`src/rtl/ser_tx_pkg.sv`:
```
package ser_tx_pkg;
  localparam int MAX_DATA = 8;
  localparam int MIN_DATA = 5;
  localparam int FRAME_W  = MAX_DATA + 4;  // start + data + parity + 2 stop
  localparam int CNT_W    = $clog2(FRAME_W + 1);
  localparam int OVS      = 16;
  localparam int OVS_W    = $clog2(OVS);

  typedef struct packed {
    logic       stick;
    logic       even;
    logic       pen;
    logic       two_stop;
    logic [1:0] wlen;
  } line_cfg_t;
endpackage

```
`src/rtl/ser_tx_tick.sv`:
```
module ser_tx_tick #(
  parameter int DIV_W = 16
) (
  input  logic             clk_i,
  input  logic             rst_ni,
  input  logic             clr_i,
  input  logic [DIV_W-1:0] div_i,
  output logic             tick_o
);
  logic [DIV_W-1:0] cnt_q;
  logic [DIV_W-1:0] lim;

  // zero divisor acts as one
  assign lim    = (div_i == '0) ? '0 : div_i - DIV_W'(1);
  assign tick_o = (cnt_q >= lim);

  always_ff @(posedge clk_i or negedge rst_ni) begin
    if (!rst_ni)      cnt_q <= '0;
    else if (clr_i)   cnt_q <= '0;
    else if (tick_o)  cnt_q <= '0;
    else              cnt_q <= cnt_q + DIV_W'(1);
  end

  assert_tick_gap_R1: assert property (@(posedge clk_i) disable iff (!rst_ni)
    (tick_o && !clr_i && div_i > DIV_W'(1)) |=> (!tick_o || !$stable(div_i)));
endmodule

```
`src/rtl/ser_tx_hold.sv`:
```
module ser_tx_hold #(
  parameter int DATA_W = 8
) (
  input  logic              clk_i,
  input  logic              rst_ni,
  input  logic              wr_i,
  input  logic [DATA_W-1:0] data_i,
  input  logic              load_i,
  output logic              full_o,
  output logic [DATA_W-1:0] data_o
);
  logic              full_q;
  logic [DATA_W-1:0] data_q;

  always_ff @(posedge clk_i or negedge rst_ni) begin
    if (!rst_ni) begin
      full_q <= 1'b0;
      data_q <= '0;
    end else begin
      full_q <= (full_q & ~load_i) | wr_i;
      if (wr_i) data_q <= data_i;
    end
  end

  assign full_o = full_q;
  assign data_o = data_q;

  assert_load_full_R8: assert property (@(posedge clk_i) disable iff (!rst_ni)
    load_i |-> full_q);
endmodule

```
`src/rtl/ser_tx_shift.sv`:
```
module ser_tx_shift
  import ser_tx_pkg::*;
(
  input  logic                clk_i,
  input  logic                rst_ni,
  input  logic                tick_i,
  input  line_cfg_t           cfg_i,
  input  logic [MAX_DATA-1:0] data_i,
  input  logic                full_i,
  output logic                load_o,
  output logic                clr_o,
  output logic                busy_o,
  output logic                line_o
);
  logic [FRAME_W-1:0]  sreg_q;
  logic [CNT_W-1:0]    bit_cnt_q;
  logic [OVS_W-1:0]    sub_q;
  logic                busy_q;

  logic [FRAME_W-1:0]  frame;
  logic [CNT_W-1:0]    nd;
  logic [CNT_W-1:0]    len;
  logic [MAX_DATA-1:0] mask;
  logic                par;
  logic                bit_end;
  logic                last;

  assign nd   = CNT_W'(MIN_DATA) + CNT_W'(cfg_i.wlen);
  assign mask = {MAX_DATA{1'b1}} >> (2'd3 - cfg_i.wlen);
  assign par  = cfg_i.stick ? ~cfg_i.even
              : (cfg_i.even ? ^(data_i & mask) : ~^(data_i & mask));
  assign len  = CNT_W'(2) + nd + CNT_W'(cfg_i.pen) + CNT_W'(cfg_i.two_stop);

  always_comb begin
    frame    = '1;
    frame[0] = 1'b0;
    for (int i = 0; i < MAX_DATA; i++)
      if (i < int'(nd)) frame[i+1] = data_i[i];
    for (int i = MIN_DATA; i <= MAX_DATA; i++)
      if (cfg_i.pen && i == int'(nd)) frame[i+1] = par;
  end

  assign bit_end = busy_q & tick_i & (sub_q == OVS_W'(OVS - 1));
  assign last    = bit_end & (bit_cnt_q == CNT_W'(1));
  assign load_o  = full_i & (~busy_q | last);
  // align the tick phase to a frame started from idle
  assign clr_o   = load_o & ~busy_q;

  always_ff @(posedge clk_i or negedge rst_ni) begin
    if (!rst_ni) begin
      sreg_q    <= '1;
      bit_cnt_q <= '0;
      sub_q     <= '0;
      busy_q    <= 1'b0;
    end else if (load_o) begin
      sreg_q    <= frame;
      bit_cnt_q <= len;
      sub_q     <= '0;
      busy_q    <= 1'b1;
    end else if (last) begin
      sreg_q    <= '1;
      bit_cnt_q <= '0;
      sub_q     <= '0;
      busy_q    <= 1'b0;
    end else if (busy_q && tick_i) begin
      sub_q <= sub_q + OVS_W'(1);
      if (bit_end) begin
        sreg_q    <= {1'b1, sreg_q[FRAME_W-1:1]};
        bit_cnt_q <= bit_cnt_q - CNT_W'(1);
      end
    end
  end

  assign busy_o = busy_q;
  assign line_o = sreg_q[0];

  assert_start_low_R2: assert property (@(posedge clk_i) disable iff (!rst_ni)
    $rose(busy_q) |-> !sreg_q[0]);
  assert_bits_bound_R3: assert property (@(posedge clk_i) disable iff (!rst_ni)
    busy_q |-> (bit_cnt_q != '0 && bit_cnt_q <= CNT_W'(FRAME_W)));
  assert_stop_high_R4: assert property (@(posedge clk_i) disable iff (!rst_ni)
    (busy_q && bit_cnt_q == CNT_W'(1)) |-> sreg_q[0]);
endmodule

```
`src/rtl/ser_tx.sv`:
```
module ser_tx
  import ser_tx_pkg::*;
#(
  parameter int DIV_W = 16
) (
  input  logic             clk_i,
  input  logic             rst_ni,
  input  logic             wr_en_i,
  input  logic [7:0]       wr_data_i,
  input  logic [1:0]       wlen_i,
  input  logic             two_stop_i,
  input  logic             par_en_i,
  input  logic             par_even_i,
  input  logic             par_stick_i,
  input  logic             brk_i,
  input  logic [DIV_W-1:0] divisor_i,
  output logic             txd_o,
  output logic             hold_empty_o,
  output logic             idle_o
);
  line_cfg_t           cfg;
  logic                tick, clr, load, full, busy, line;
  logic [MAX_DATA-1:0] hold_data;

  assign cfg = '{stick: par_stick_i, even: par_even_i, pen: par_en_i,
                 two_stop: two_stop_i, wlen: wlen_i};

  ser_tx_tick #(.DIV_W(DIV_W)) u_tick (
    .clk_i (clk_i), .rst_ni(rst_ni), .clr_i(clr), .div_i(divisor_i), .tick_o(tick)
  );

  ser_tx_hold #(.DATA_W(MAX_DATA)) u_hold (
    .clk_i (clk_i), .rst_ni(rst_ni), .wr_i(wr_en_i), .data_i(wr_data_i),
    .load_i(load), .full_o(full), .data_o(hold_data)
  );

  ser_tx_shift u_shift (
    .clk_i (clk_i), .rst_ni(rst_ni), .tick_i(tick), .cfg_i(cfg), .data_i(hold_data),
    .full_i(full), .load_o(load), .clr_o(clr), .busy_o(busy), .line_o(line)
  );

  assign txd_o        = line & ~brk_i;
  assign hold_empty_o = ~full;
  assign idle_o       = ~busy & ~full;

  assert_idle_high_R8: assert property (@(posedge clk_i) disable iff (!rst_ni)
    (idle_o && !brk_i) |-> txd_o);
endmodule

```
`config.mk`:
```
export PLATFORM = sky130hd
export DESIGN_NAME = ser_tx
export DESIGN_NICKNAME = d
export VERILOG_FILES = /design/src/rtl/ser_tx_pkg.sv /design/src/rtl/ser_tx_tick.sv /design/src/rtl/ser_tx_hold.sv /design/src/rtl/ser_tx_shift.sv /design/src/rtl/ser_tx.sv
export SDC_FILE = /design/constraint.sdc
export NUM_CORES = 1
export LEC_CHECK = 0
export BUFFER_PORTS_ARGS = -buffer_cell sky130_fd_sc_hd__buf_4
export CAP_MARGIN = 20
export CORE_MARGIN = 4
export CORE_UTILIZATION = 49
export CTS_CLUSTER_SIZE = 25
export DETAILED_ROUTE_END_ITERATION = 8
export HOLD_SLACK_MARGIN = 0.06
export PLACE_DENSITY = 0.76
export SLEW_MARGIN = 0
export SYNTH_ARGS = -nofsm -noshare
export SYNTH_HDL_FRONTEND = slang
export SYNTH_SLANG_ARGS = --single-unit
```
`constraint.sdc`:
```
create_clock -name clk_i -period 5.2 [get_ports clk_i]
set_clock_uncertainty 0.2 [all_clocks]
set_input_delay 0.26 -clock clk_i [delete_from_list [all_inputs] [get_ports clk_i]]
set_output_delay 0.26 -clock clk_i [all_outputs]
set_load 0.02 [all_outputs]
```
==> results of run 1 <==
where the power goes:
part / switching [mW] / internal (mW) / total (mW)
Combinational: 0.104 / 0.107 / 0.211
Sequential: 0.0451 / 0.373 / 0.418
Clock: 0.117 / 0.108 / 0.225
Total: 0.266 / 0.587 / 0.853
layout make-up:
type | instances | area [um2]
clock buffer | 6 | 82.6
clock inverter | 2 | 15.0
fill | 543 | 2410
inverter | 15 | 56.3
multi-input combinational | 277 | 1950
sequential | 44 | 1110
tap | 75 | 93.8
timing repair buffer | 46 | 370
per-layer routing:
layer	track usage	share of wire	vias up
met3	0.0270	0.040	6
met1	0.250	0.45	1271
met4	0.0343	0.0074	0
met2	0.334	0.50	51
li1	-	-	1309
met5	0	0	-
per-stage QoR:
| stage | total power, mW | utilization | setup slack (ns) | hold slack, ns |
|---|---|---|---|---|
| floorplan | 0.557 | - | 1.92 | -0.236 |
| global placement | 0.623 | 0.572 | 1.37 | 0.0898 |
| detailed placement | 0.631 | 0.572 | 1.23 | 0.0935 |
| CTS | 0.861 | 0.604 | 1.53 | 0.106 |
| global route | 0.913 | 0.604 | 1.23 | 0.116 |
| finish | 0.853 | 0.604 | 1.50 | 0.111 |
cell usage after synthesis (3+ instances only):
library cell               number  area share
sky130_fd_sc_hd__clkbuf_1       5      0.0059
sky130_fd_sc_hd__o21ai_0       11       0.017
sky130_fd_sc_hd__nand3_1       15       0.024
sky130_fd_sc_hd__inv_1         15       0.018
sky130_fd_sc_hd__a21oi_1       13       0.021
sky130_fd_sc_hd__nor4_1         3      0.0059
sky130_fd_sc_hd__nor2_1        44       0.052
sky130_fd_sc_hd__nor3_1         9       0.014
sky130_fd_sc_hd__xnor2_1       14       0.039
sky130_fd_sc_hd__nor2b_1        4      0.0079
sky130_fd_sc_hd__ha_1          29        0.11
sky130_fd_sc_hd__and3_1         6       0.012
sky130_fd_sc_hd__mux2_2         8       0.029
sky130_fd_sc_hd__a221o_1        6       0.019
sky130_fd_sc_hd__nand4_1        6       0.012
sky130_fd_sc_hd__dfstp_2       10       0.083
sky130_fd_sc_hd__dfrtp_1       34        0.27
sky130_fd_sc_hd__a211oi_1       8       0.019
sky130_fd_sc_hd__nand2b_1       3      0.0059
sky130_fd_sc_hd__a22o_1         5       0.014
sky130_fd_sc_hd__xor2_1        19       0.053
sky130_fd_sc_hd__buf_2          4      0.0063
sky130_fd_sc_hd__nand2_1       35       0.042
how the worst max path moves through the flow:
stage / startpoint / end / slack (ns)
global route: divisor_i[6] / u_shift.sreg_q[0]$_DFFE_PN1P_ / 1.23
global placement: divisor_i[3] / u_shift.sreg_q[0]$_DFFE_PN1P_ / 1.37
CTS: divisor_i[6] / u_shift.sreg_q[0]$_DFFE_PN1P_ / 1.53
floorplan: divisor_i[6] / u_shift.sub_q[3]$_DFFE_PN0P_ / 1.92
detailed placement: divisor_i[6] / u_shift.sreg_q[0]$_DFFE_PN1P_ / 1.23
finish: divisor_i[2] / u_shift.sreg_q[0]$_DFFE_PN1P_ / 1.50
worst register-to-register path, stage by stage, from the launching register on:
cell and delay (ns):
sky130_fd_sc_hd__dfrtp_1 0.46, sky130_fd_sc_hd__ha_1 0.34, sky130_fd_sc_hd__a211oi_1 0.24, sky130_fd_sc_hd__o21ai_1 0.11, sky130_fd_sc_hd__a21oi_2 0.19, sky130_fd_sc_hd__o211ai_2 0.19, sky130_fd_sc_hd__a21oi_2 0.56, sky130_fd_sc_hd__o22ai_1 0.18
sky130_fd_sc_hd__a22o_1 0.23
registers in the layout, indices dropped and copies added (netlist names):
signal / flops
u_hold.data_o: 8
u_hold.full_o: 1
u_shift.bit_cnt_q: 4
u_shift.busy_o: 1
u_shift.sreg_q: 10
u_shift.sub_q: 4
u_tick.cnt_q: 16
cell families (layout without fill, tap and decap cells):
| kind of cell | after synthesis | count (layout) | synth area share |
|---|---|---|---|
| XOR/XNOR | 35 | 35 | 0.104 |
| buffers and inverters | 24 | 69 | 0.0301 |
| multiplexers | 10 | 10 | 0.0349 |
| adder cells (fa/ha/maj) | 30 | 30 | 0.121 |
| flip-flops | 44 | 44 | 0.352 |
| AND/OR/NAND/NOR | 139 | 139 | 0.215 |
| AO/OA/AOI/OAI | 63 | 63 | 0.143 |
==> PnR_summary.wiki, run 1 <==
{| class="wikitable"
! Metric !! Value
|-
| Flip-flop and latch count after synthesis || 44
|-
| Via count of the first global-routing pass || between 2000 and 3000
|-
| Num CTS Buffers || 5
|-
| Post-Route WL || 6900 um
|-
| Diodes inserted || 0
|-
| Clock-pin slew reported for the worst setup and hold paths after clock tree synthesis || 0.08 ns
|-
| Pin count of the biggest net entering global routing || 45
|-
| Proportion of synthesized flip-flops having asynchronous set or reset || 1.00
|-
| Worst-path fanout max || 13
|-
| Status || complete, no violations
|-
| Post-Syn Area per Cell || 9.16 um2
|-
| Buffer depth of the longest clock path || 2
|-
| Worst path depth || 14
|-
| Post-layout nets || ~450
|-
| Cell with the largest stage delay on the worst path || sky130_fd_sc_hd__a21oi_2
|-
| Most frequent cell on the critical path || sky130_fd_sc_hd__nor3_1
|-
| Number of I/O pins || 37
|-
| Startpoint of the most critical register-to-register path || u_tick.cnt_q[2]$_DFF_PN0_
|-
| Total number of placement rows || 28
|-
| Setup crit start kind || input pin
|-
| DIE AREA || roughly 7800 um2
|-
| Worst-case hold path end point || u_shift.sreg_q[7]$_DFFE_PN1P_
|-
| Total vias in the final route || 2637
|-
| Static leakage || around 1.7 nW
|-
| Fmax achieved || 0.270 GHz
|-
| Average via count per standard cell || approximately 5.7
|-
| Share of cells above drive strength 1 || 0.187
|-
| Commonest non-fill, non-tap cells in the layout || sky130_fd_sc_hd__nor2_1, sky130_fd_sc_hd__buf_4, sky130_fd_sc_hd__nand2_1
|-
| # H-tree levels || 2
|-
| Antenna violations before repair || 0
|-
| Worst slew margin relative to its limit || 0.398
|-
| DIE HEIGHT || 88.3 um
|-
| Delay contributed by the slowest stage of the critical path || ~0.56 ns
|-
| Commonest non-fill, non-tap cell in the layout || sky130_fd_sc_hd__nor2_1
|-
| Cell type group with the largest total delay on the critical path || simple AND/OR/NAND/NOR gates
|-
| Pins Over Slew Limit || 0
|-
| Setup-failing EPs final || 0
|-
| Core Area || between 6000 and 7000 um2
|-
| Number of unique standard cell types used by synthesis || 51
|-
| Cell area after layout || approximately 3700 um2
|-
| Class of the most critical hold timing path || in -> reg
|-
| Cell chosen for the clock root || sky130_fd_sc_hd__clkbuf_8
|-
| Number of instances resized during post-cts repair || 0
|-
| Global Route Usage Sum || 0.189
|-
| Dominant register cell in the synthesized netlist || sky130_fd_sc_hd__dfrtp_1
|-
| Register-to-register setup slack || 2.44 ns
|-
| Total Neg Setup Slack || 0 ns
|-
| CP required || roughly 5.2 ns
|-
| FF-to-FF path depth || 8
|-
| Arrival time of data at the critical path endpoint || ~3.7 ns
|-
| Post-synthesis net count || about 410
|-
| Source of the worst hold timing path || par_en_i
|-
| First drt pass iteration count || 4
|-
| Transition time at the pin with the least slew margin || about 0.9 ns
|-
| # Post-CTS Setup Buffers || 0
|-
| RR Endpoint || u_shift.sreg_q[0]$_DFFE_PN1P_
|-
| DRC Markers || 0
|-
| Ratio of final minimum period to clock period || 0.711
|-
| RSZ-0062 raised after global routing || false
|-
| Worst skew pair latency || between 0.2 and 0.3 ns
|-
| Total of hold buffers inserted after clock tree synthesis || 10
|-
| Starting Density || 0.518
|-
| Crit. End Element || register
|-
| Die Span X || slightly below 90 um
|-
| GP Congestion || between 0.8 and 0.9
|-
| Number of maximum-capacitance constraint violations || 0
|-
| Netlist area before placement || about 3200 um2
|-
| Sequential area share after synthesis || 0.352
|-
| Tmin final || approximately 3.7 ns
|-
| Buf/Inv on CP || 1
|-
| Quantity of I/O buffers inserted on ports || 36
|-
| Total grt overflow || 0
|-
| CTS tree || yes
|-
| Placed Instances || about 450
|-
| Layout overhead on the synthesized area || 16.6%
|-
| Crit path kind || in -> reg
|-
| Number of DRC markers after the initial detailed-route iteration || roughly 150
|-
| Warning count from the yosys run || 0
|-
| Count of non-filler cells in the finished layout || between 400 and 500
|-
| Cells on Worst Hold Path || 3
|-
| Cell-by-cell listing of the critical path || buf_4 -> nor3_1 -> nand2_1 -> nor3_1 -> xor2_1 -> nand2_1 -> ha_1 -> a21oi_1 -> nor2_1 -> nor3_1 -> o211ai_2 -> a21oi_2 -> o22ai_1 -> a22o_1
|-
| Pwr/cell area || about 230 nW/um2
|-
| Global-route wire length before repair || between 10000 and 15000 um
|-
| Count of final hold-check violations || 0
|-
| Standard cell area after detailed placement || 3480 um2
|-
| Residual antenna-violating net count after detailed routing || 0
|-
| EDFF count, synth || 0
|-
| Routed len/inst || approximately 15 um
|-
| Post-synthesis cell count || around 350
|-
| Detailed Place HPWL || approximately 5200 um
|-
| Worst IR drop on VDD || roughly 180 uV
|-
| Sink count of the clock tree || 44
|}
Power figures use the tool's default switching activity.
==> run 2, diff against run 1 <==
--- a/config.mk
+++ b/config.mk
@@ -5,6 +5,7 @@
 export SDC_FILE = /design/constraint.sdc
 export NUM_CORES = 1
 export LEC_CHECK = 0
+export ABC_AREA = 1
 export BUFFER_PORTS_ARGS = -buffer_cell sky130_fd_sc_hd__buf_4
 export CAP_MARGIN = 20
 export CORE_MARGIN = 4
@@ -12,7 +13,7 @@
 export CTS_CLUSTER_SIZE = 25
 export DETAILED_ROUTE_END_ITERATION = 8
 export HOLD_SLACK_MARGIN = 0.06
-export PLACE_DENSITY = 0.76
+export PLACE_DENSITY = 0.75
 export SLEW_MARGIN = 0
 export SYNTH_ARGS = -nofsm -noshare
 export SYNTH_HDL_FRONTEND = slang
==> constraint.sdc (replaced) <==
create_clock -name clk_i -period 3.8 [get_ports clk_i]
set_clock_uncertainty 0.2 [all_clocks]
set_input_delay 0.19 -clock clk_i [delete_from_list [all_inputs] [get_ports clk_i]]
set_output_delay 0.19 -clock clk_i [all_outputs]
set_load 0.02 [all_outputs]
==> run 2 against run 1 <==
- routed wire length is 5.6% higher
- critical endpoint is now u_shift.bit_cnt_q[0]$_DFFE_PN0P_
- largest power group unchanged
- final cell count is 34% higher
- flip-flop and latch count stayed put
- core utilization is 0.33 points higher
- die area is 7.2% higher
- register-to-register slack worse by 0.90 ns
- total power is 62% higher
- sequential power is 47% higher
- sequential share of layout area is 3.3 points lower
- highest routed layer unchanged
==> PnR_summary.wiki, run 2 <==
{| class="wikitable"
! Metric !! Value
|-
| CTS tree || yes
|-
| Cell type group with the largest total delay on the critical path || simple AND/OR/NAND/NOR gates
|-
| Count of final hold-check violations || 0
|-
| GR met2 Demand/Resource || 0.344
|-
| Residual antenna-violating net count after detailed routing || 0
|-
| Sink count of the clock tree || 44
|-
| Worst IR drop on VDD || around 200 uV
|-
| Global Route Usage Sum || 0.183
|-
| EDFF count, synth || 0
|-
| Starting Density || 0.502
|-
| Post-Route WL || between 7000 and 8000 um
|-
| Synth top area share || 0.250
|-
| Number of DRC markers after the initial detailed-route iteration || about 120
|-
| GP Congestion || 0.816
|-
| Worst hold slack || 0.153 ns
|-
| Worst skew pair latency || roughly 0.3 ns
|-
| Warning count from the yosys run || 0
|-
| Post-Syn Area per Cell || between 7 and 8 um2
|-
| Num CTS Buffers || 5
|-
| Crit path kind || in -> reg
|-
| CP required || approximately 3.8 ns
|-
| Detailed Place HPWL || between 5000 and 6000 um
|-
| Most frequent cell after synthesis || sky130_fd_sc_hd__nand2_1
|-
| Global-route met3 utilization || 0.0365
|-
| Commonest non-fill, non-tap cells in the layout || sky130_fd_sc_hd__nand2_1, sky130_fd_sc_hd__nor2_1, sky130_fd_sc_hd__inv_1
|-
| Average via count per standard cell || about 4.9
|-
| Crit. End Element || register
|-
| Library cell occupying the most area in the post-synthesis netlist || sky130_fd_sc_hd__dfrtp_1
|-
| Clock-pin slew reported for the worst setup and hold paths after clock tree synthesis || around 0.080 ns
|-
| DRC Markers || 0
|-
| DIE AREA || between 8000 and 9000 um2
|-
| Total vias in the final route || ~3000
|-
| DIE HEIGHT || 91.4 um
|-
| Number of I/O pins || 37
|-
| Static leakage || 2.08 nW
|-
| Share of cells above drive strength 1 || 0.172
|-
| # Post-CTS Setup Buffers || 0
|-
| First drt pass iteration count || 4
|-
| Commonest non-fill, non-tap cell in the layout || sky130_fd_sc_hd__nand2_1
|-
| Max FFs per register || 16
|-
| RSZ-0062 raised after global routing || false
|-
| Quantity of I/O buffers inserted on ports || 36
|-
| Layout overhead on the synthesized area || 21.1%
|-
| Most used routing layer in global routing || met2
|-
| Status || complete, no violations
|-
| Setup crit start kind || input pin
|-
| Diodes inserted || 0
|-
| Buffer depth of the longest clock path || 2
|-
| Cell with the largest stage delay on the worst path || sky130_fd_sc_hd__ha_1
|-
| Dominant register cell in the synthesized netlist || sky130_fd_sc_hd__dfrtp_1
|-
| Post-synthesis cell count || around 460
|-
| Most area-consuming cells after synthesis || sky130_fd_sc_hd__dfrtp_1, sky130_fd_sc_hd__nand2_1, sky130_fd_sc_hd__ha_1
|-
| Cell chosen for the clock root || sky130_fd_sc_hd__clkbuf_8
|-
| Ratio of final minimum period to clock period || 0.782
|-
| Origin of the worst setup path || divisor_i[0]
|-
| Proportion of synthesized flip-flops having asynchronous set or reset || 1.00
|-
| Transition time at the pin with the least slew margin || ~0.56 ns
|-
| Number of maximum-capacitance constraint violations || 0
|-
| Pin count of the biggest net entering global routing || 45
|-
| Post-layout nets || 592
|-
| Core Area || between 6000 and 7000 um2
|-
| Source of the worst hold timing path || par_even_i
|-
| Pins Over Slew Limit || 0
|-
| Total number of placement rows || 30
|-
| Global-route wire length before repair || around 13000 um
|-
| Pwr/cell area || ~330 nW/um2
|-
| Global routing usage on met1 || 0.202
|-
| Number of instances resized during post-cts repair || 0
|-
| Fmax achieved || 0.337 GHz
|-
| Via count of the first global-routing pass || 3064
|-
| Total grt overflow || 0
|-
| Die Span X || 91.4 um
|-
| Total Neg Setup Slack || 0 ns
|-
| Total of hold buffers inserted after clock tree synthesis || 24
|-
| Leading cell types by count after synthesis || sky130_fd_sc_hd__nand2_1, sky130_fd_sc_hd__nor2_1, sky130_fd_sc_hd__inv_1
|-
| Post-synthesis net count || around 530
|-
| Number of unique standard cell types used by synthesis || 44
|-
| Arrival time of data at the critical path endpoint || about 3.0 ns
|-
| Sequential area share after synthesis || 0.327
|-
| Delay contributed by the slowest stage of the critical path || between 0.2 and 0.3 ns
|-
| Flip-flop and latch count after synthesis || 44
|-
| Number of filler instances in the final layout || 610
|-
| Setup-failing EPs final || 0
|-
| Routed len/inst || 11.7 um
|-
| Worst-path fanout max || 9
|-
| Most flops, register || u_tick.cnt_q
|-
| Class of the most critical hold timing path || in -> reg
|-
| Worst slew margin relative to its limit || 0.628
|-
| Startpoint of the most critical register-to-register path || u_tick.cnt_q[5]$_DFF_PN0_
|-
| Tmin final || between 2 and 3 ns
|-
| Buf/Inv on CP || 6
|-
| Netlist area before placement || 3410 um2
|-
| Cell-by-cell listing of the critical path || buf_4 -> inv_1 -> ha_1 -> inv_1 -> nor2_1 -> inv_1 -> nor2_1 -> inv_1 -> nor2_1 -> nand2_1 -> nor2_1 -> o211ai_1 -> ha_1 -> nand2_1 -> nor3_1 -> nand2_2 -> nand2_4 -> nand4_4 -> nand2_2 -> inv_2 -> o21ai_0 -> a21oi_1
|-
| # H-tree levels || 2
|-
| Antenna violations before repair || 0
|}
## run 2: cell types whose count changed after synthesis, moves of 8 or more
cell,before,now
sky130_fd_sc_hd__nand2_1,35,117
sky130_fd_sc_hd__inv_1,15,61
sky130_fd_sc_hd__nor2_1,44,66
sky130_fd_sc_hd__xnor2_1,14,3
sky130_fd_sc_hd__o21ai_0,11,20
sky130_fd_sc_hd__a211oi_1,8,0
sky130_fd_sc_hd__nand3_1,15,23
## run 2: worst paths after layout
check / to / slack [ns] / depth (start not counted)
min in group asynchronous: u_hold.data_o[2]$_DFFE_PN0P_ / 0.21 / 2
max: u_shift.bit_cnt_q[0]$_DFFE_PN0P_ / 0.83 / 22
max reg2reg: u_shift.bit_cnt_q[0]$_DFFE_PN0P_ / 1.54 / 14
min: u_shift.sreg_q[6]$_DFFE_PN1P_ / 0.15 / 8
min reg2reg: u_shift.sreg_q[1]$_DFFE_PN1P_ / 0.27 / 2
max in group asynchronous: u_shift.sreg_q[7]$_DFFE_PN1P_ / 2.80 / 2
## run 2: per-stage QoR
stage / setup WS [ns] / power, mW / cells / util / instance area, um2
finish: 0.829 / 1.38 / 625 / 0.607 / 4130
CTS: 0.801 / 1.39 / 625 / 0.607 / 4130
detailed placement: 0.503 / 1.01 / 593 / 0.556 / 3780
floorplan: 0.937 / 0.890 / 464 / - / 3410
global placement: 0.615 / 0.983 / 593 / 0.556 / 3780
global route: 0.462 / 1.48 / 625 / 0.607 / 4130
## run 2: kinds of logic after synthesis
group,synth area share
xor+xnor,0.0463
simple gates,0.334
mux,0.00991
flops,0.327
buf+inv,0.0841
compound gates,0.0866
fa+ha+maj,0.112
## run 2: worst register-to-register path, cell delays in order, from the launching register on
cell,delay (ns)
sky130_fd_sc_hd__dfrtp_1,0.45
sky130_fd_sc_hd__ha_1,0.32
sky130_fd_sc_hd__nand2_1,0.05
sky130_fd_sc_hd__inv_1,0.06
sky130_fd_sc_hd__nand2_2,0.05
sky130_fd_sc_hd__nor2_1,0.09
sky130_fd_sc_hd__nor2_1,0.04
sky130_fd_sc_hd__nand2_1,0.08
sky130_fd_sc_hd__nand2_2,0.07
sky130_fd_sc_hd__nand2_4,0.10
sky130_fd_sc_hd__nand4_4,0.13
sky130_fd_sc_hd__nand2_2,0.22
sky130_fd_sc_hd__inv_2,0.10
sky130_fd_sc_hd__o21ai_0,0.09
sky130_fd_sc_hd__a21oi_1,0.08
## run 2: final cells by class
class	count	area, um2	share of cell area
Clock buffer	6	72.6	0.0176
Clock inverter	2	35.0	0.00849
Inverter	69	267	0.0646
Multi-Input combinational cell	348	2010	0.487
Sequential cell	44	1110	0.270
Tap cell	96	120	0.0291
Timing Repair Buffer	60	510	0.124
## run 2: layer usage
layer	wire length [um]	vias up
met3	292	10
li1	-	1600
met5	0	-
met4	108	0
met2	3860	65
met1	3030	1403
## run 2: report_power, final
part           switching (mW)  internal [mW]  total [mW]  leakage, nW
clock                   0.163          0.195       0.359       0.0552
combinational           0.220          0.185       0.405         1.49
sequential             0.0710          0.545       0.616        0.532
==> run 3, diff against run 2 <==
--- a/config.mk
+++ b/config.mk
@@ -13,7 +13,7 @@
 export CTS_CLUSTER_SIZE = 25
 export DETAILED_ROUTE_END_ITERATION = 8
 export HOLD_SLACK_MARGIN = 0.06
-export PLACE_DENSITY = 0.75
+export PLACE_DENSITY = 0.78
 export SLEW_MARGIN = 0
 export SYNTH_ARGS = -nofsm -noshare
 export SYNTH_HDL_FRONTEND = slang
==> constraint.sdc (replaced) <==
create_clock -name clk_i -period 2.7 [get_ports clk_i]
set_clock_uncertainty 0.2 [all_clocks]
set_input_delay 0.135 -clock clk_i [delete_from_list [all_inputs] [get_ports clk_i]]
set_output_delay 0.135 -clock clk_i [all_outputs]
set_load 0.02 [all_outputs]
==> run 3 against run 2 <==
- sequential power is 41% higher
- largest power group unchanged
- critical path type unchanged
- count of clock-buffer cells in the layout is 1 higher
- final cell count is 6.2% higher
==> PnR_summary.wiki, run 3 (synthesis results as in run 2) <==
{| class="wikitable"
! Metric !! Value
|-
| Max FFs per register || 16
|-
| Pins Over Slew Limit || 0
|-
| DRC Markers || 0
|-
| CP required || between 2 and 3 ns
|-
| Commonest non-fill, non-tap cell in the layout || sky130_fd_sc_hd__nand2_1
|-
| RSZ-0062 raised after global routing || true
|-
| Global Route Usage Sum || 0.201
|-
| GP Congestion || 0.896
|-
| Commonest non-fill, non-tap cells in the layout || sky130_fd_sc_hd__nand2_1, sky130_fd_sc_hd__buf_4, sky130_fd_sc_hd__nor2_1
|-
| Status || complete, no violations
|-
| Pwr/cell area || 422 nW/um2
|-
| Ratio of final minimum period to clock period || 0.980
|-
| Post-layout nets || approximately 630
|-
| CTS tree || yes
|-
| Cells on Worst Hold Path || 4
|-
| Fmax achieved || 0.378 GHz
|-
| Sink count of the clock tree || 44
|-
| DIE HEIGHT || around 91 um
|-
| Buffer depth of the longest clock path || 2
|-
| Antenna violations before repair || 0
|-
| Transition time at the pin with the least slew margin || between 0.5 and 0.6 ns
|-
| DIE AREA || about 8400 um2
|-
| Die Span X || about 90 um
|-
| Layout overhead on the synthesized area || 35.9%
|-
| Total grt overflow || 0
|-
| Starting Density || 0.502
|-
| Cell area after layout || approximately 4600 um2
|-
| Residual antenna-violating net count after detailed routing || 0
|-
| First drt pass iteration count || 4
|-
| Detailed Place HPWL || approximately 6000 um
|-
| Final Total Pwr || 1.95 mW
|-
| Share of cells above drive strength 1 || 0.280
|-
| # H-tree levels || 2
|-
| Most flops, register || u_tick.cnt_q
|-
| Diodes inserted || 0
|-
| Standard cell area after detailed placement || 4030 um2
|-
| Number of I/O pins || 37
|-
| Crit path kind || in -> reg
|-
| Static leakage || roughly 2.3 nW
|-
| FF-to-FF path depth || 17
|-
| Crit. End Element || register
|-
| Worst-path fanout max || 8
|-
| Setup crit start kind || input pin
|-
| Clock-pin slew reported for the worst setup and hold paths after clock tree synthesis || around 0.080 ns
|-
| Total number of placement rows || 30
|-
| Average via count per standard cell || ~5
|-
| Num CTS Buffers || 5
|-
| Worst skew pair latency || 0.30 ns
|-
| Register-to-register setup slack || approximately 0.38 ns
|-
| Count of final hold-check violations || 0
|-
| Global-route wire length before repair || 14100 um
|-
| Setup-failing EPs final || 0
|-
| Worst slew margin relative to its limit || 0.630
|-
| Pin count of the biggest net entering global routing || 45
|-
| Core Area || around 6800 um2
|-
| Total vias in the final route || 3312
|-
| Number of maximum-capacitance constraint violations || 0
|-
| Number of DRC markers after the initial detailed-route iteration || between 90 and 100
|-
| Post-Route WL || 8380 um
|-
| Cell chosen for the clock root || sky130_fd_sc_hd__clkbuf_8
|-
| Quantity of I/O buffers inserted on ports || 36
|-
| Arrival time of data at the critical path endpoint || 2.69 ns
|-
| Routed len/inst || 12.6 um
|-
| Via count of the first global-routing pass || about 3400
|-
| Tmin final || 2.65 ns
|-
| Class of the most critical hold timing path || in -> reg
|-
| Worst IR drop on VDD || ~380 uV
|}
-- run 3: metal layers --
layer  track usage  vias to the layer above  part of all wire
li1              -                     1674                 -
met1         0.219                     1536              0.40
met2         0.385                       82              0.54
met3        0.0398                       20             0.043
met4        0.0590                        0             0.021
met5             0                        -                 0
-- run 3: cell type report --
| type | count | area [um2] |
|---|---|---|
| Sequential cell | 44 | 1110 |
| Timing Repair inverter | 1 | 8.76 |
| Fill cell | 533 | 2160 |
| Clock inverter | 1 | 7.51 |
| Tap cell | 96 | 120 |
| Inverter | 69 | 282 |
| Multi-Input combinational cell | 348 | 2190 |
| Clock buffer | 7 | 86.3 |
| Timing Repair Buffer | 98 | 823 |
-- run 3: timing repair --
action                     CTS  global route
setup endpoints to repair    0            35
resized for setup            0            49
hold buffers                24             0
hold endpoints to repair    54             0
buffers inserted             0             7
-- run 3: critical path: stages --
cell,delay (ns)
sky130_fd_sc_hd__buf_4,0.12
sky130_fd_sc_hd__nor2_1,0.16
sky130_fd_sc_hd__inv_1,0.09
sky130_fd_sc_hd__nor2_1,0.10
sky130_fd_sc_hd__inv_1,0.07
sky130_fd_sc_hd__nor4_4,0.26
sky130_fd_sc_hd__buf_4,0.18
sky130_fd_sc_hd__or2_2,0.11
sky130_fd_sc_hd__ha_1,0.24
sky130_fd_sc_hd__nand4_1,0.13
sky130_fd_sc_hd__nor2_2,0.05
sky130_fd_sc_hd__nor2_1,0.13
sky130_fd_sc_hd__nand2_1,0.10
sky130_fd_sc_hd__nand2_2,0.09
sky130_fd_sc_hd__nand2_4,0.08
sky130_fd_sc_hd__nand2_4,0.09
sky130_fd_sc_hd__inv_6,0.05
sky130_fd_sc_hd__nand2_8,0.08
sky130_fd_sc_hd__nand2_8,0.09
sky130_fd_sc_hd__buf_12,0.15
sky130_fd_sc_hd__inv_6,0.06
sky130_fd_sc_hd__nand2_1,0.05
sky130_fd_sc_hd__nand2_1,0.06
-- run 3: report_power, final --
| group | total, mW | internal [mW] | switching, mW |
|---|---|---|---|
| Combinational | 0.647 | 0.297 | 0.350 |
| Clock | 0.436 | 0.208 | 0.228 |
| Sequential | 0.870 | 0.766 | 0.104 |
-- run 3: stage by stage --
step | setup slack, ns | setup TNS, ns | utilization | hold WS (ns) | instances
floorplan | 0.0205 | 0 | - | -0.361 | 464
global placement | -0.210 | -4.01 | 0.593 | -0.0360 | 624
finish | 0.0530 | 0 | 0.682 | 0.136 | 664
CTS | 0.0140 | 0 | 0.642 | 0.0969 | 656
global route | -0.181 | -2.60 | 0.682 | 0.169 | 664
detailed placement | -0.282 | -6.69 | 0.593 | -0.0364 | 624
-- run 3: final timing paths --
kind                                               startpoint                          endpoint
worst max-delay path                             divisor_i[3]     u_shift.sreg_q[8]$_DFFE_PN1P_
worst min-delay path                               two_stop_i  u_shift.bit_cnt_q[0]$_DFFE_PN0P_
worst max register to register      u_tick.cnt_q[5]$_DFF_PN0_     u_shift.sreg_q[8]$_DFFE_PN1P_
worst min register to register  u_shift.sreg_q[4]$_DFFE_PN1P_     u_shift.sreg_q[4]$_DFFE_PN1P_
max in group asynchronous                              rst_ni     u_shift.sreg_q[0]$_DFFE_PN1P_
min in group asynchronous                              rst_ni      u_shift.sub_q[1]$_DFFE_PN0P_
